`config.mk`:
```
export PLATFORM = sky130hd
export DESIGN_NAME = onesec_status_latch
export DESIGN_NICKNAME = d
export VERILOG_FILES = /design/src/rtl/onesec_pkg.sv /design/src/rtl/onesec_edge_sync.sv /design/src/rtl/onesec_status_core.sv /design/src/rtl/onesec_status_latch.sv
export SDC_FILE = /design/constraint.sdc
export NUM_CORES = 1
export LEC_CHECK = 0
export BUFFER_PORTS_ARGS = -buffer_cell sky130_fd_sc_hd__buf_2
export CORE_ASPECT_RATIO = 0.8
export CORE_MARGIN = 2
export CORE_UTILIZATION = 50
export DETAILED_ROUTE_END_ITERATION = 10
export PLACE_DENSITY_LB_ADDON = 0.2
export SLEW_MARGIN = 5
export SYNTH_ARGS = -nofsm -noshare
export SYNTH_HDL_FRONTEND = slang
export SYNTH_SLANG_ARGS = --single-unit
```
`constraint.sdc`:
```
create_clock -name clk_i -period 1.7 [get_ports clk_i]
set_input_delay 0.255 -clock clk_i [delete_from_list [all_inputs] [get_ports clk_i]]
set_output_delay 0.255 -clock clk_i [all_outputs]
set_load 0.05 [all_outputs]
```
`src/rtl/onesec_pkg.sv`:
```
package onesec_pkg;
   // Read phase inside one interval
   typedef enum logic {
      RD_FRESH = 1'b0,
      RD_AGAIN = 1'b1
   } rd_phase_e;

   function automatic logic [7:0] sync_depth_min();
      return 8'd2;
   endfunction
endpackage

```
`src/rtl/onesec_edge_sync.sv`:
```
module onesec_edge_sync #(
   parameter int SYNC_STAGES = 2
) (
   input  logic clk_i,
   input  logic rst_i,
   input  logic async_i,
   output logic rise_o
);
   localparam int LAST = SYNC_STAGES - 1;

   logic [SYNC_STAGES-1:0] sync_q;
   logic                   prev_q;

   always_ff @(posedge clk_i) begin
      if (rst_i) begin
         sync_q <= '0;
         prev_q <= 1'b0;
      end else begin
         sync_q <= {sync_q[SYNC_STAGES-2:0], async_i};
         prev_q <= sync_q[LAST];
      end
   end

   assign rise_o = sync_q[LAST] & ~prev_q;
endmodule

```
`src/rtl/onesec_status_core.sv`:
```
module onesec_status_core
   import onesec_pkg::*;
#(
   parameter int ALARM_W = 8
) (
   input  logic               clk_i,
   input  logic               rst_i,
   input  logic [ALARM_W-1:0] alarm_i,
   input  logic               lcv_i,
   input  logic               tick_i,
   input  logic               interval_en_i,
   input  logic               rd_i,
   output logic [ALARM_W:0]   rd_data_o,
   output logic [ALARM_W-1:0] held_o,
   output logic [ALARM_W-1:0] stage_o,
   output rd_phase_e          phase_o
);
   logic [ALARM_W-1:0] held_q, stage_q;
   rd_phase_e          phase_q;
   logic [ALARM_W:0]   data_q;

   always_ff @(posedge clk_i) begin
      if (rst_i) begin
         held_q  <= '0;
         stage_q <= '0;
         phase_q <= RD_FRESH;
         data_q  <= '0;
      end else if (!interval_en_i) begin
         stage_q <= '0;
         phase_q <= RD_FRESH;
         if (rd_i) begin
            data_q <= {lcv_i, held_q};
            held_q <= alarm_i;
         end else begin
            held_q <= held_q | alarm_i;
         end
      end else if (tick_i) begin
         held_q  <= held_q | stage_q | alarm_i;
         stage_q <= '0;
         phase_q <= RD_FRESH;
         if (rd_i) data_q <= {lcv_i, held_q};
      end else if (rd_i) begin
         if (phase_q == RD_FRESH) begin
            data_q  <= {lcv_i, held_q};
            held_q  <= '0;
            stage_q <= stage_q | alarm_i;
            phase_q <= RD_AGAIN;
         end else begin
            data_q  <= {lcv_i, alarm_i};
            held_q  <= '0;
            stage_q <= '0;
         end
      end else begin
         stage_q <= stage_q | alarm_i;
      end
   end

   assign rd_data_o = data_q;
   assign held_o    = held_q;
   assign stage_o   = stage_q;
   assign phase_o   = phase_q;
endmodule

```
`src/rtl/onesec_status_latch.sv`:
```
module onesec_status_latch
   import onesec_pkg::*;
#(
   parameter int ALARM_W     = 8,
   parameter int SYNC_STAGES = 2
) (
   input  logic               clk_i,
   input  logic               rst_i,
   input  logic [ALARM_W-1:0] alarm_i,
   input  logic               lcv_i,
   input  logic               sec_pulse_i,
   input  logic               interval_en_i,
   input  logic               rd_i,
   output logic [ALARM_W:0]   rd_data_o
);
   if (ALARM_W < 1) begin : g_bad_width
      $error("ALARM_W must be at least 1");
   end
   if (SYNC_STAGES < int'(sync_depth_min())) begin : g_bad_sync
      $error("SYNC_STAGES must be at least 2");
   end

   logic               tick_w;
   logic [ALARM_W-1:0] held_w, stage_w;
   rd_phase_e          phase_w;

   onesec_edge_sync #(.SYNC_STAGES(SYNC_STAGES)) u_sync (
      .clk_i   (clk_i),
      .rst_i   (rst_i),
      .async_i (sec_pulse_i),
      .rise_o  (tick_w)
   );

   onesec_status_core #(.ALARM_W(ALARM_W)) u_core (
      .clk_i         (clk_i),
      .rst_i         (rst_i),
      .alarm_i       (alarm_i),
      .lcv_i         (lcv_i),
      .tick_i        (tick_w),
      .interval_en_i (interval_en_i),
      .rd_i          (rd_i),
      .rd_data_o     (rd_data_o),
      .held_o        (held_w),
      .stage_o       (stage_w),
      .phase_o       (phase_w)
   );
endmodule

```
==> run metrics, run 1 <==
reg-to-reg startpoint=u_sync.sync_q[1]$_SDFF_PP0_; clk root buf=clkbuf_4; Placed Cells=192; critical setup path kind=flip-flop to flip-flop; commonest non-fill, non-tap cell in the layout=dfxtp_1; filler cell count=240; Post-Route Skew=around 7 ps; Initial Utilization=0.522; first-pass iteration count of the detailed router=4; port bufs=22; ranking of synthesized cells by area=dfxtp_1 46%, nor2_1 7.7%, a311oi_1 5.5%, a21o_1 4.7%, nand2b_1 4.4%; row cnt=16; Crit path required time=between 1500 and 2000 ps; CTS sink count=29; post-synth net total=157; Routed Antenna Nets=0; CORE AREA=~2400 um2; initial antenna violation count=0; Final Hold Vio Count=0; Critical Path AT=~1600 ps; Netlist cell types=28; DR iter-0 viols=80; RSZ-0062 raised after global routing=false; global-route wire length before repair=about 4100 um; Multi-input gate area=just under 600 um2; Synth Warn #=0; crit path max-delay cell type=nor2b_4; Rel. slew slack=0.697; DIE HEIGHT=about 49 um; Worst Reg-to-Reg Cells=3; reg2reg end=u_core.held_o[7]$_SDFFE_PP0P_; pin count of the biggest net entering global routing=23; Post-synth ARST share=0; worst min path class=input pin to flip-flop; met1 Usage GRT=0.283; Finished Core Util=0.588; via count=1036; Worst Max-Slew Pin Slew=452 ps; Setup Fix Bufs, Post-CTS=0; Worst Min Path Start=sec_pulse_i; Setup crit start kind=flip-flop; Post-synth EDFFs=0; Peak Freq=717 MHz; GP Congestion=0.749; met2 usage=0.245; clock slew at the register clock pins of the worst setup and hold paths=roughly 90 ps; Die Width=around 60 um; Ports=23; sequential power share=0.514; most frequent cells in the layout=29 x dfxtp_1, 26 x nor2_1, 22 x buf_2, 9 x nand2b_1; Avg Cell Area, Syn=between 8 and 9 um2; Yosys top cell by area=dfxtp_1; delay-heaviest family, CP=compound AO/OA/AOI/OAI gates; Register Area=approximately 580 um2; Post-Synthesis Cells=143; share of layout cells above drive strength 1=0.232; clock power share=0.333; CP Cell Sequence=nor2b_4 > a21boi_2 > a221oi_1; Logic pwr share=0.153; Synth-to-Final Area Change=12.7%; Max Cap Viol=0; fin crit period=approximately 1400 ps; final non-filler cell total=200; CP bufs+invs=0; Fin Setup TNS=0 ps; Final Slew Violations=0; WL final=between 2000 and 3000 um; clk_lat worst skew=330 ps; Leak=~0.00060 uW; post-synth top area share=0.455; Power Density=between 1000 and 1500 nW/um2; Congestion Overflow GR=0; CTS tree=yes; final setup vio count=0; GRT busiest layer=met1; hold endpoint=u_sync.sync_q[0]$_SDFF_PP0_; Remaining DRCs=0; clk buf depth=2; post-CTS sizing=0; Sw Share=0.282; met3 usage=0.0796; outcome=complete, no violations; Worst path max stage delay=410 ps; Hold Path Stages=2; Worst IR Drop VDD=approximately 0.0005 V; Main synth FF type=dfxtp_1; Final HPWL DP=~1700 um; hold buffers post-CTS=0; H-tree Lvls=2; wire per inst=12.9 um; cell area after synthesis=~1300 um2; vias in the first global route=between 800 and 900; TritonCTS Buffers=5; die area=2970 um2; Final Cycle Share=0.821; # nets final=roughly 180; GR Util All Layers=0.190; synthesized flop and latch total=29; R2R Setup Slk=300 ps; sequential share of the synthesized area=0.455; internal power=between 1000 and 1500 uW; crit path from=u_sync.sync_q[1]$_SDFF_PP0_; NetSw=406 uW; n_diodes=0; vias per cell=5.18; CP max FO=17; crit path capture type=flip-flop
cells in the mapped netlist (2+ instances only):
cell	n
inv_1	8
nand2b_1	9
o21ai_0	6
nor2b_1	3
a221oi_1	6
a21o_1	8
a221oi_2	2
nand2_1	3
o21ai_1	8
dfxtp_1	29
nand3_1	8
buf_2	4
nor2_1	26
a311oi_1	8
o21ai_2	2
area by class of cell:
type,instances,area share
Tap cell,36,0.0314
Inverter,8,0.0209
Sequential cell,29,0.404
Clock inverter,1,0.00348
Timing Repair Buffer,23,0.0819
Clock buffer,7,0.0453
Multi-Input combinational cell,96,0.413
power groups by stage:
stage / clock (uW) / combinational, uW / sequential, uW
final: 480 / 220 / 741
after floorplan: 0 / 122 / 801
after global placement: 0 / 216 / 754
after detailed placement: 0 / 219 / 757
after CTS: 495 / 220 / 741
after global routing: 521 / 240 / 746
how the worst max path moves through the flow:
stage,to,slack [ps],cells after the start
after CTS,u_core.held_o[7]$_SDFFE_PP0P_,310,3
after floorplan,u_core.held_o[0]$_SDFFE_PP0P_,630,4
after global placement,u_core.rd_data_o[6]$_SDFFE_PP0P_,360,4
final,u_core.held_o[7]$_SDFFE_PP0P_,300,3
after global routing,u_core.held_o[7]$_SDFFE_PP0P_,190,3
after detailed placement,u_core.rd_data_o[5]$_SDFFE_PP0P_,290,4
metal layers:
layer | vias up | wire, um
met3 | 2 | 197
met4 | 0 | 12
met5 | - | 0
met1 | 463 | 1310
met2 | 31 | 1060
li1 | 540 | -
stage by stage:
stage / setup slack, ps / cell area, um2 / hold WS, ps / total power (uW)
2_1_floorplan: 626 / 1270 / 327 / 923
3_3_place_gp: 364 / 1370 / 417 / 971
3_5_place_dp: 292 / 1370 / 434 / 976
4_1_cts: 308 / 1440 / 126 / 1460
5_1_grt: 195 / 1440 / 118 / 1510
6_report: 305 / 1440 / 137 / 1440
cell families after synthesis:
family | synth area share
and+or+nand+nor | 0.213
AOI/OAI and AO/OA | 0.244
DFF | 0.455
buffers and inverters | 0.0795
muxes | 0.00785
flip-flops by register name, summed over array words and instances, names as in the netlist:
name and flops:
u_core.stage_o 8, u_core.held_o 8, u_sync.sync_q 2, u_core.phase_o 1
u_sync.prev_q 1, u_core.rd_data_o 9
worst reg2reg max path: cells and delay by family (launching register included):
kind	cells	cell delay, ps
DFF	1	360
AOI/OAI and AO/OA	2	530
and+or+nand+nor	1	420
Power figures use the tool's default switching activity.
==> run 2: changes to the inputs <==
--- a/config.mk
+++ b/config.mk
@@ -8,7 +8,7 @@
 export BUFFER_PORTS_ARGS = -buffer_cell sky130_fd_sc_hd__buf_2
 export CORE_ASPECT_RATIO = 0.8
 export CORE_MARGIN = 2
-export CORE_UTILIZATION = 50
+export CORE_UTILIZATION = 48
 export DETAILED_ROUTE_END_ITERATION = 10
 export PLACE_DENSITY_LB_ADDON = 0.2
 export SLEW_MARGIN = 5
==> constraint.sdc (replaced) <==
create_clock -name clk_i -period 1.2 [get_ports clk_i]
set_input_delay 0.18 -clock clk_i [delete_from_list [all_inputs] [get_ports clk_i]]
set_output_delay 0.18 -clock clk_i [all_outputs]
set_load 0.05 [all_outputs]
==> run 2 against run 1 <==
Net effect: global-route usage rose by 1.3 points; utilization rose by 1.1 points; clock-buffer cell count rose by 1; power rose by 33%; fmax rose by 19%; worst hold slack got worse by 70 ps; sequential power rose by 42%; wire length rose by 0.70%; via count rose by 2.1%; critical path type unchanged; largest power group unchanged; highest routed layer unchanged.
==> run metrics, run 2 (synthesis results as in run 1) <==
outcome=complete, no violations; max reg flops=9 (unchanged); filler cell count=244 (+1.7%); Rel. slew slack=0.769 (+0.0725); Critical Path AT=1390 ps (-240 ps); # nets final=184 (+4.0%); Final HPWL DP=1930 um (+11%); Final Hold Vio Count=0 (unchanged); setup ws final=27.9 ps (-277 ps); clk root buf=clkbuf_4; clk buf depth=2 (unchanged); WL final=2590 um (+0.70%); met3 usage=0.0630 (-0.0166); hold endpoint=u_sync.sync_q[0]$_SDFF_PP0_; pin count of the biggest net entering global routing=22 (-4.3%); Congestion Overflow GR=0 (unchanged); Setup crit start kind=flip-flop; Worst IR Drop VDD=0.000831 V (+66%); DIE HEIGHT=50.1 um (+1.9%); Finished Core Util=0.599 (+0.0112); GRT busiest layer=met1; via count=1058 (+2.1%); Hold Path Stages=2 (unchanged); Crit path required time=1420 ps (-510 ps); crit path capture type=flip-flop; CP max FO=4 (-13); Worst Max-Slew Pin Slew=346 ps (-106 ps); worst min path class=input pin to flip-flop; CTS tree=yes; DR iter-0 viols=49 (-39%); vias in the first global route=993 (+15%); TritonCTS Buffers=5 (unchanged); share of layout cells above drive strength 1=0.263 (+0.0315); reg-to-reg startpoint=u_sync.sync_q[1]$_SDFF_PP0_; H-tree Lvls=2 (unchanged); initial antenna violation count=0 (unchanged); reg2reg end=u_core.held_o[7]$_SDFFE_PP0P_; GP Congestion=0.841 (+12%); wire per inst=12.5 um (-2.7%); dpl ws=35.1 ps (-257 ps); CTS sink count=29 (unchanged); fin crit period=1170 ps (-223 ps); Synth-to-Final Area Change=16.7%; met1 Usage GRT=0.294 (+0.0119); Peak Freq=853 MHz (+19%); hold buffers post-CTS=0 (unchanged); GR Util All Layers=0.203 (+0.0131); most frequent cells in the layout=27 x dfxtp_1, 26 x nor2_1, 22 x buf_2, 9 x nand2b_1, 9 x o21ai_1; Remaining DRCs=0 (unchanged); R2R Setup Slk=30 ps (-280 ps); Final Cycle Share=0.977 (+0.156); clk_lat worst skew=320 ps (about the same); Post-Route Skew=4.97 ps (-2.07 ps); Power Density=1290 nW/um2 (+29%); clock slew at the register clock pins of the worst setup and hold paths=80 ps (about the same); Leak=0.000630 uW (+4.3%); RSZ-0062 raised after global routing=true; Worst Reg-to-Reg Cells=4 (+1); vias per cell=5.11 (-1.3%); global-route wire length before repair=4520 um (+11%); met2 usage=0.274 (+0.0291); commonest non-fill, non-tap cell in the layout=dfxtp_1; row cnt=16 (unchanged); Die Width=61.6 um (+1.9%); n_diodes=0 (unchanged); Max Cap Viol=0 (unchanged); final setup vio count=0 (unchanged); Final Slew Violations=0 (unchanged); Initial Utilization=0.514 (-0.00842); port bufs=22 (unchanged); critical setup path kind=flip-flop to flip-flop; CORE AREA=2480 um2 (+1.6%); Ports=23 (unchanged); Routed Antenna Nets=0 (unchanged); die area=3090 um2 (+3.9%); Worst Min Path Start=sec_pulse_i; first-pass iteration count of the detailed router=4 (unchanged)
[run 2: cell types whose count changed in the layout (fill, tap and decap cells not counted), sizes merged]
cell	before	now
clkinv	1	0
clkbuf	7	8
buf	23	30
[run 2: routing by layer]
metal	vias up	routed length, um
met3	5	158
li1	554	-
met5	-	0
met2	33	1100
met4	0	33
met1	466	1300
[run 2: metrics by stage]
| step | std cells | setup TNS [ps] | area (um2) | hold slack [ps] | power, uW |
|---|---|---|---|---|---|
| finish | 207 | 0 | 1490 | 67.6 | 1920 |
| global route | 207 | -160 | 1490 | 78.4 | 2050 |
| CTS | 207 | 0 | 1480 | 59.6 | 1940 |
| detailed placement | 199 | 0 | 1430 | 396 | 1410 |
| global placement | 199 | 0 | 1430 | 389 | 1400 |
| floorplan | 143 | 0 | 1270 | 252 | 1310 |
[run 2: how the worst max path moves through the flow]
| stage | start | endpoint | cells after the start |
|---|---|---|---|
| detailed placement | u_sync.sync_q[1]$_SDFF_PP0_ | u_core.held_o[1]$_SDFFE_PP0P_ | 4 |
| finish | u_sync.sync_q[1]$_SDFF_PP0_ | u_core.held_o[7]$_SDFFE_PP0P_ | 4 |
| global route | u_sync.sync_q[1]$_SDFF_PP0_ | u_core.held_o[2]$_SDFFE_PP0P_ | 4 |
| CTS | u_sync.sync_q[1]$_SDFF_PP0_ | u_core.held_o[1]$_SDFFE_PP0P_ | 4 |
| global placement | interval_en_i | u_core.rd_data_o[0]$_SDFFE_PP0P_ | 4 |
| floorplan | u_sync.sync_q[1]$_SDFF_PP0_ | u_core.held_o[0]$_SDFFE_PP0P_ | 4 |
[run 2: area by class of cell]
class / count / area [um2] / share of cell area
inverters: 8 / 30.0 / 0.0202
repair buffers: 30 / 186 / 0.125
flip-flops and latches: 29 / 583 / 0.392
well taps: 36 / 45.0 / 0.0303
clock buffers: 8 / 48.8 / 0.0328
multi-input cells: 96 / 594 / 0.399
[run 2: power by group]
group | internal (uW) | total [uW] | leakage (uW) | switching [uW]
Clock | 233 | 534 | 0.0000265 | 301
Sequential | 1020 | 1050 | 0.000240 | 28.5
Combinational | 125 | 336 | 0.000364 | 211
Total | 1380 | 1920 | 0.000630 | 540
[run 2: critical path: stages (launching register included)]
cell	delay, ps
dfxtp_2	340
nor2b_4	200
buf_4	150
o21ai_0	90
a221oi_1	300
[run 2: what timing repair did]
action | CTS | global route
gates resized for setup | 0 | 5
endpoints found under the hold margin | 0 | 0
setup endpoints to repair | 0 | 16
setup buffers | 0 | 0
